`src/rtl/ejm_pkg.sv`:
```
package ejm_pkg;

    localparam int EJ_DATA_W = 32;
    localparam int EJ_VC_W   = 2;

    typedef struct packed {
        logic                 head;
        logic                 tail;
        logic [EJ_VC_W-1:0]   vc;
        logic [EJ_DATA_W-1:0] data;
    } ej_flit_t;

    function automatic ej_flit_t ej_make_flit(input logic head, input logic tail,
                                              input logic [EJ_VC_W-1:0] vc,
                                              input logic [EJ_DATA_W-1:0] data);
        ej_flit_t f;
        f.head = head;
        f.tail = tail;
        f.vc   = vc;
        f.data = data;
        return f;
    endfunction

endpackage

```
`src/rtl/ejm_flit_buf.sv`:
```
module ejm_flit_buf
    import ejm_pkg::*;
#(
    parameter int DEPTH = 5,
    localparam int PW = (DEPTH > 1) ? $clog2(DEPTH) : 1,
    localparam int CW = $clog2(DEPTH + 1)
) (
    input  logic     clk,
    input  logic     rst,
    input  logic     wr_en,
    input  ej_flit_t wr_flit,
    input  logic     rd_en,
    output ej_flit_t rd_flit,
    output logic     not_empty,
    output logic     full
);

    ej_flit_t        slots [DEPTH];
    logic [PW-1:0]   wr_ptr;
    logic [PW-1:0]   rd_ptr;
    logic [CW-1:0]   fill;

    function automatic logic [PW-1:0] step(input logic [PW-1:0] p);
        return (p == PW'(DEPTH - 1)) ? '0 : p + 1'b1;
    endfunction

    always_ff @(posedge clk) begin
        if (wr_en) begin
            slots[wr_ptr] <= wr_flit;
        end
    end

    always_ff @(posedge clk) begin
        if (rst) begin
            wr_ptr <= '0;
            rd_ptr <= '0;
            fill   <= '0;
        end else begin
            if (wr_en) begin
                wr_ptr <= step(wr_ptr);
            end
            if (rd_en) begin
                rd_ptr <= step(rd_ptr);
            end
            case ({wr_en, rd_en})
                2'b10:   fill <= fill + 1'b1;
                2'b01:   fill <= fill - 1'b1;
                default: fill <= fill;
            endcase
        end
    end

    assign rd_flit   = slots[rd_ptr];
    assign not_empty = (fill != '0);
    assign full      = (fill == CW'(DEPTH));

endmodule

```
`src/rtl/ejm_pkt_arb.sv`:
```
module ejm_pkt_arb #(
    parameter int N = 4,
    localparam int IW = (N > 1) ? $clog2(N) : 1
) (
    input  logic          clk,
    input  logic          rst,
    input  logic [N-1:0]  req,
    input  logic          take,
    input  logic          last,
    output logic [IW-1:0] sel_idx,
    output logic          sel_valid
);

    logic          locked_q;
    logic [IW-1:0] owner_q;
    logic [IW-1:0] ptr_q;
    logic [IW-1:0] pick;
    logic          found;

    always_comb begin
        pick  = ptr_q;
        found = 1'b0;
        for (int k = 0; k < N; k++) begin
            logic [IW-1:0] cand;
            cand = IW'((int'(ptr_q) + k) % N);
            if (!found && req[cand]) begin
                pick  = cand;
                found = 1'b1;
            end
        end
    end

    assign sel_idx   = locked_q ? owner_q : pick;
    assign sel_valid = req[sel_idx];

    always_ff @(posedge clk) begin
        if (rst) begin
            locked_q <= 1'b0;
            owner_q  <= '0;
            ptr_q    <= '0;
        end else if (take && last) begin
            locked_q <= 1'b0;
            ptr_q    <= (sel_idx == IW'(N - 1)) ? '0 : sel_idx + 1'b1;
        end else if (sel_valid) begin
            locked_q <= 1'b1;
            owner_q  <= sel_idx;
        end
    end

endmodule

```
`src/rtl/ejm_credit_ret.sv`:
```
module ejm_credit_ret #(
    parameter int N = 4
) (
    input  logic         clk,
    input  logic         rst,
    input  logic [N-1:0] pop,
    output logic [N-1:0] credit
);

    always_ff @(posedge clk) begin
        if (rst) begin
            credit <= '0;
        end else begin
            credit <= pop;
        end
    end

endmodule

```
`src/rtl/layer_eject_mux.sv`:
```
module layer_eject_mux
    import ejm_pkg::*;
#(
    parameter int NUM_LAYERS = 4,
    parameter int BUF_DEPTH  = 5,
    localparam int LAYER_W = (NUM_LAYERS > 1) ? $clog2(NUM_LAYERS) : 1
) (
    input  logic                            clk,
    input  logic                            rst,
    input  logic [NUM_LAYERS-1:0]           lay_valid,
    input  logic [NUM_LAYERS-1:0]           lay_head,
    input  logic [NUM_LAYERS-1:0]           lay_tail,
    input  logic [NUM_LAYERS*EJ_VC_W-1:0]   lay_vc,
    input  logic [NUM_LAYERS*EJ_DATA_W-1:0] lay_data,
    output logic [NUM_LAYERS-1:0]           lay_credit,
    output logic                            out_valid,
    input  logic                            out_ready,
    output logic                            out_head,
    output logic                            out_tail,
    output logic [EJ_VC_W-1:0]              out_vc,
    output logic [EJ_DATA_W-1:0]            out_data,
    output logic [LAYER_W-1:0]              out_layer
);

    ej_flit_t              buf_head [NUM_LAYERS];
    logic [NUM_LAYERS-1:0] buf_nonempty;
    logic [NUM_LAYERS-1:0] buf_full;
    logic [NUM_LAYERS-1:0] buf_pop;
    logic [LAYER_W-1:0]    sel;
    logic                  sel_valid;
    logic                  accept;
    ej_flit_t              cur;

    for (genvar g = 0; g < NUM_LAYERS; g++) begin : g_layer
        ej_flit_t in_flit;
        assign in_flit = ej_make_flit(lay_head[g], lay_tail[g],
                                      lay_vc[g*EJ_VC_W +: EJ_VC_W],
                                      lay_data[g*EJ_DATA_W +: EJ_DATA_W]);
        assign buf_pop[g] = accept && (sel == LAYER_W'(g));

        ejm_flit_buf #(.DEPTH(BUF_DEPTH)) u_buf (
            .clk      (clk),
            .rst      (rst),
            .wr_en    (lay_valid[g]),
            .wr_flit  (in_flit),
            .rd_en    (buf_pop[g]),
            .rd_flit  (buf_head[g]),
            .not_empty(buf_nonempty[g]),
            .full     (buf_full[g])
        );
    end

    ejm_pkt_arb #(.N(NUM_LAYERS)) u_arb (
        .clk      (clk),
        .rst      (rst),
        .req      (buf_nonempty),
        .take     (accept),
        .last     (cur.tail),
        .sel_idx  (sel),
        .sel_valid(sel_valid)
    );

    assign cur    = buf_head[sel];
    assign accept = sel_valid && out_ready;

    ejm_credit_ret #(.N(NUM_LAYERS)) u_cred (
        .clk   (clk),
        .rst   (rst),
        .pop   (buf_pop),
        .credit(lay_credit)
    );

    assign out_valid = sel_valid;
    assign out_head  = cur.head;
    assign out_tail  = cur.tail;
    assign out_vc    = cur.vc;
    assign out_data  = cur.data;
    assign out_layer = sel;

endmodule

```
`config.mk`:
```
export PLATFORM = sky130hd
export DESIGN_NAME = layer_eject_mux
export DESIGN_NICKNAME = d
export VERILOG_FILES = /design/src/rtl/ejm_pkg.sv /design/src/rtl/ejm_flit_buf.sv /design/src/rtl/ejm_pkt_arb.sv /design/src/rtl/ejm_credit_ret.sv /design/src/rtl/layer_eject_mux.sv
export SDC_FILE = /design/constraint.sdc
export NUM_CORES = 1
export LEC_CHECK = 0
export BUFFER_PORTS_ARGS = -buffer_cell sky130_fd_sc_hd__clkbuf_2
export CAP_MARGIN = 20
export CORE_MARGIN = 1
export CORE_UTILIZATION = 40
export CTS_CLUSTER_SIZE = 25
export DETAILED_ROUTE_END_ITERATION = 10
export PLACE_DENSITY = 0.56
export SLEW_MARGIN = 5
export SYNTH_ARGS = -nofsm -noshare
export SYNTH_HDL_FRONTEND = slang
export SYNTH_SLANG_ARGS = --single-unit
```
`constraint.sdc`:
```
create_clock -name clk -period 6.4 [get_ports clk]
set_input_delay 0.64 -clock clk [delete_from_list [all_inputs] [get_ports clk]]
set_output_delay 0.64 -clock clk [all_outputs]
set_load 0.02 [all_outputs]
```
==> impl_metrics.env <==
export IMPL_synth_xor_area_share=0.00230
export IMPL_ios=194
export IMPL_post_route_min_period_ns=5.17
export IMPL_post_route_period_util=0.808
export IMPL_seq_area_frac_synth=0.748
export IMPL_cts_tree="yes"
export IMPL_status="complete, no violations"
export IMPL_die_w_um=278
export IMPL_drt_pass1_iter_count=5
export IMPL_ir_worst_vdd_uv=608
export IMPL_cp_required_ns=5.76
export IMPL_synth_top_family_by_area="multiplexers"
export IMPL_worst_path_max_delay_cell="buf_4"
export IMPL_r2r_start="g_layer[2].u_buf.fill[0]"
export IMPL_synthesis_area_mm2=0.0304
export IMPL_maxSlewViolCount=0
export IMPL_cap_viol_max_count=0
export IMPL_hold_class="in -> reg"
export IMPL_clock_sinks=777
export IMPL_synthToLayoutAreaGrowth_pct=16.8
export IMPL_port_buffers=193
export IMPL_grt_first_pass_wirelength_mm=108
export IMPL_die_h_um=278
export IMPL_dp_hpwl_mm=47.9
export IMPL_endpoint_kind="output port"
export IMPL_ant_nets=0
export IMPL_hold_depth=1
export IMPL_cts_resized_gates=0
export IMPL_cts_setup_buffers=0
export IMPL_final_hold_viol_count=0
export IMPL_r2r_slack_ns=2.26
export IMPL_layout_common_cells="edfxtp_1 (720), clkbuf_2 (193), mux4_2 (144), clkbuf_16 (88), mux2i_1 (81)"
export IMPL_vias=15300
export IMPL_setup_violations=0
export IMPL_syn_avg_cell_area_um2=19.1
export IMPL_grt_antenna_before_repair=22
export IMPL_synthesis_nets=1773
export IMPL_via_per_inst=5.32
export IMPL_cts_max_level=3
export IMPL_tightest_slew_ns=0.972
export IMPL_final_util=0.475
export IMPL_critPathMaxFanout=94
export IMPL_wirelength_mm=74.4
export IMPL_rsz0062_at_grt="no"
export IMPL_finalNetCount=2005
export IMPL_synth_edff_count=720
export IMPL_grt_pass1_vias=15500
export IMPL_synth_compound_area_frac=0.0351
export IMPL_critical_path_top_delay_family="compound AO/OA/AOI/OAI gates"
export IMPL_routedWlPerCell_um=25.9
export IMPL_first_iter_violations=1265
export IMPL_synthAdderAreaFrac=0.0117
export IMPL_grt_overflow_total=0
export IMPL_drcViolationCount=0
export IMPL_path_cells="or3_1, a211o_1, a31oi_1, o31a_2, buf_4, buf_4, a21oi_1, o21ai_0, clkbuf_2"
export IMPL_grt_usage=0.194
export IMPL_fmax_mhz=193
export IMPL_slew_headroom=0.352
export IMPL_core_area_mm2=0.0748
export IMPL_tns_ns=0
export IMPL_synth_cell_types=45
export IMPL_final_common_cell="edfxtp_1"
export IMPL_hold_buffers=0
export IMPL_cts_root_buffer_cell="clkbuf_16"
export IMPL_cellLeakagePower_nw=11.6
export IMPL_max_stage_delay_ns=0.70
export IMPL_holdPathEnd="g_layer[2].u_buf.slots[3][1]"
export IMPL_yosys_area_share_simple=0.0268
export IMPL_fin_cells=2872
export IMPL_cts_buffer_depth=3
export IMPL_ys_flop_type="edfxtp_1"
export IMPL_crit_start="g_layer[2].u_buf.fill[0]"
export IMPL_layout_drive_gt1_share=0.322
export IMPL_arrival_ns=4.53
export IMPL_worst_r2r_path_depth=14
export IMPL_worstPathBufferInverterCount=3
export IMPL_gp_congestion=0.831
export IMPL_synthMuxAreaShare=0.161
export IMPL_hp_start="lay_data[65]"
export IMPL_r2r_end="g_layer[1].u_buf.fill[2]"
export IMPL_power_density_mw_per_mm2=453
export IMPL_core_rowCount=100
export IMPL_synth_warnings=0
export IMPL_ys_async_sr_fraction=0
export IMPL_dp_cells=2711
export IMPL_clk_pin_slew_ns=0.06
export IMPL_skew_ns=0.0143
export IMPL_crit_top_cell="buf_4"
export IMPL_grt_max_degree=95
export IMPL_cp_start_kind="flip-flop"
export IMPL_initial_utilization=0.407
export IMPL_die_area_mm2=0.0772
export IMPL_syn_inst=1596
export IMPL_clkLatencyLatePin_ns=0.62
export IMPL_path_class="reg -> out"
export IMPL_cts_buffers=84
export IMPL_ys_ff_latch=777
## cell families after synthesis
| kind of cell | Yosys count |
|---|---|
| buffers and inverters | 123 |
| DFF | 777 |
| and+or+nand+nor | 184 |
| AOI/OAI and AO/OA | 180 |
| adders and majority gates | 26 |
| xor gates and xnor gates | 8 |
| muxes | 298 |
## flip-flops by register name (all words and copies together), names as in the netlist, named ones only
name,count
g_layer.u_buf.slots,720
g_layer.u_buf.fill,12
g_layer.u_buf.rd_ptr,12
g_layer.u_buf.wr_ptr,12
u_cred.credit,4
u_arb.owner_q,2
u_arb.ptr_q,2
u_arb.locked_q,1
## cell usage after synthesis (2+ instances only)
| master | number | area, um2 |
|---|---|---|
| inv_1 | 39 | 146 |
| nor2b_1 | 2 | 12.5 |
| nand3_4 | 2 | 35.0 |
| clkbuf_1 | 54 | 203 |
| xor2_1 | 8 | 70.1 |
| nand3_1 | 5 | 25.0 |
| a31oi_1 | 2 | 12.5 |
| nor2_1 | 81 | 304 |
| or3_1 | 6 | 37.5 |
| mux4_2 | 144 | 3240 |
| a211oi_1 | 3 | 22.5 |
| a21oi_1 | 68 | 340 |
| o22a_1 | 2 | 17.5 |
| a22oi_1 | 4 | 30.0 |
| nor3b_1 | 3 | 22.5 |
| o211a_1 | 3 | 30.0 |
| or2_2 | 2 | 12.5 |
| or3b_1 | 2 | 17.5 |
| nor3_1 | 14 | 70.1 |
| o22ai_1 | 2 | 12.5 |
| edfxtp_1 | 720 | 21600 |
| ha_1 | 22 | 275 |
| mux2i_1 | 81 | 811 |
| fa_1 | 4 | 80.1 |
| buf_1 | 25 | 93.8 |
| mux2_2 | 72 | 811 |
| and2_1 | 3 | 18.8 |
| a211o_1 | 3 | 26.3 |
| o21ai_0 | 52 | 260 |
| buf_2 | 2 | 10.0 |
| nor4_1 | 6 | 37.5 |
| dfxtp_1 | 57 | 1140 |
| o211ai_1 | 35 | 263 |
| nand2_1 | 57 | 214 |
## routing by layer
layer	routed length [um]	up-vias	GRT usage
met5	167	-	0
met4	1640	28	0.0540
met3	5700	128	0.0643
met2	35900	408	0.309
met1	31000	7857	0.255
li1	-	6872	-
## through the flow
stage | power (W) | hold WS (ns) | setup slack (ns) | cell area, um2
2_1_floorplan | 0.00943 | 0.459 | 1.53 | 30400
3_3_place_gp | 0.0112 | 0.469 | 2.06 | 32700
3_5_place_dp | 0.0113 | 0.479 | 1.98 | 32700
4_1_cts | 0.0162 | 0.208 | 1.31 | 35500
5_1_grt | 0.0168 | 0.229 | 0.860 | 35500
6_report | 0.0161 | 0.250 | 1.23 | 35500
## where the power goes
part	switching (W)	leakage (nW)	internal (W)
Sequential	0.000122	7.05	0.00579
Combinational	0.00351	3.16	0.00178
Clock	0.00195	1.38	0.00295
## how the worst max path moves through the flow
stage,to,slack [ns],cells past startpoint
after floorplan,g_layer[0].u_buf.slots[0][0],1.53,2
after global placement,out_data[24],2.06,9
after detailed placement,out_data[2],1.98,9
after CTS,out_data[2],1.31,9
after global routing,out_data[2],0.86,9
final,out_data[2],1.23,9
## final cells by class
| class | instances | area (um2) |
|---|---|---|
| tap | 969 | 1210 |
| multi-input combinational | 696 | 7330 |
| timing repair buffer | 228 | 1240 |
| inverter | 41 | 156 |
| sequential | 777 | 22800 |
| clock inverter | 43 | 472 |
| fill | 6275 | 39300 |
| clock buffer | 109 | 2340 |
| antenna | 9 | 22.5 |
Power figures use the tool's default switching activity.
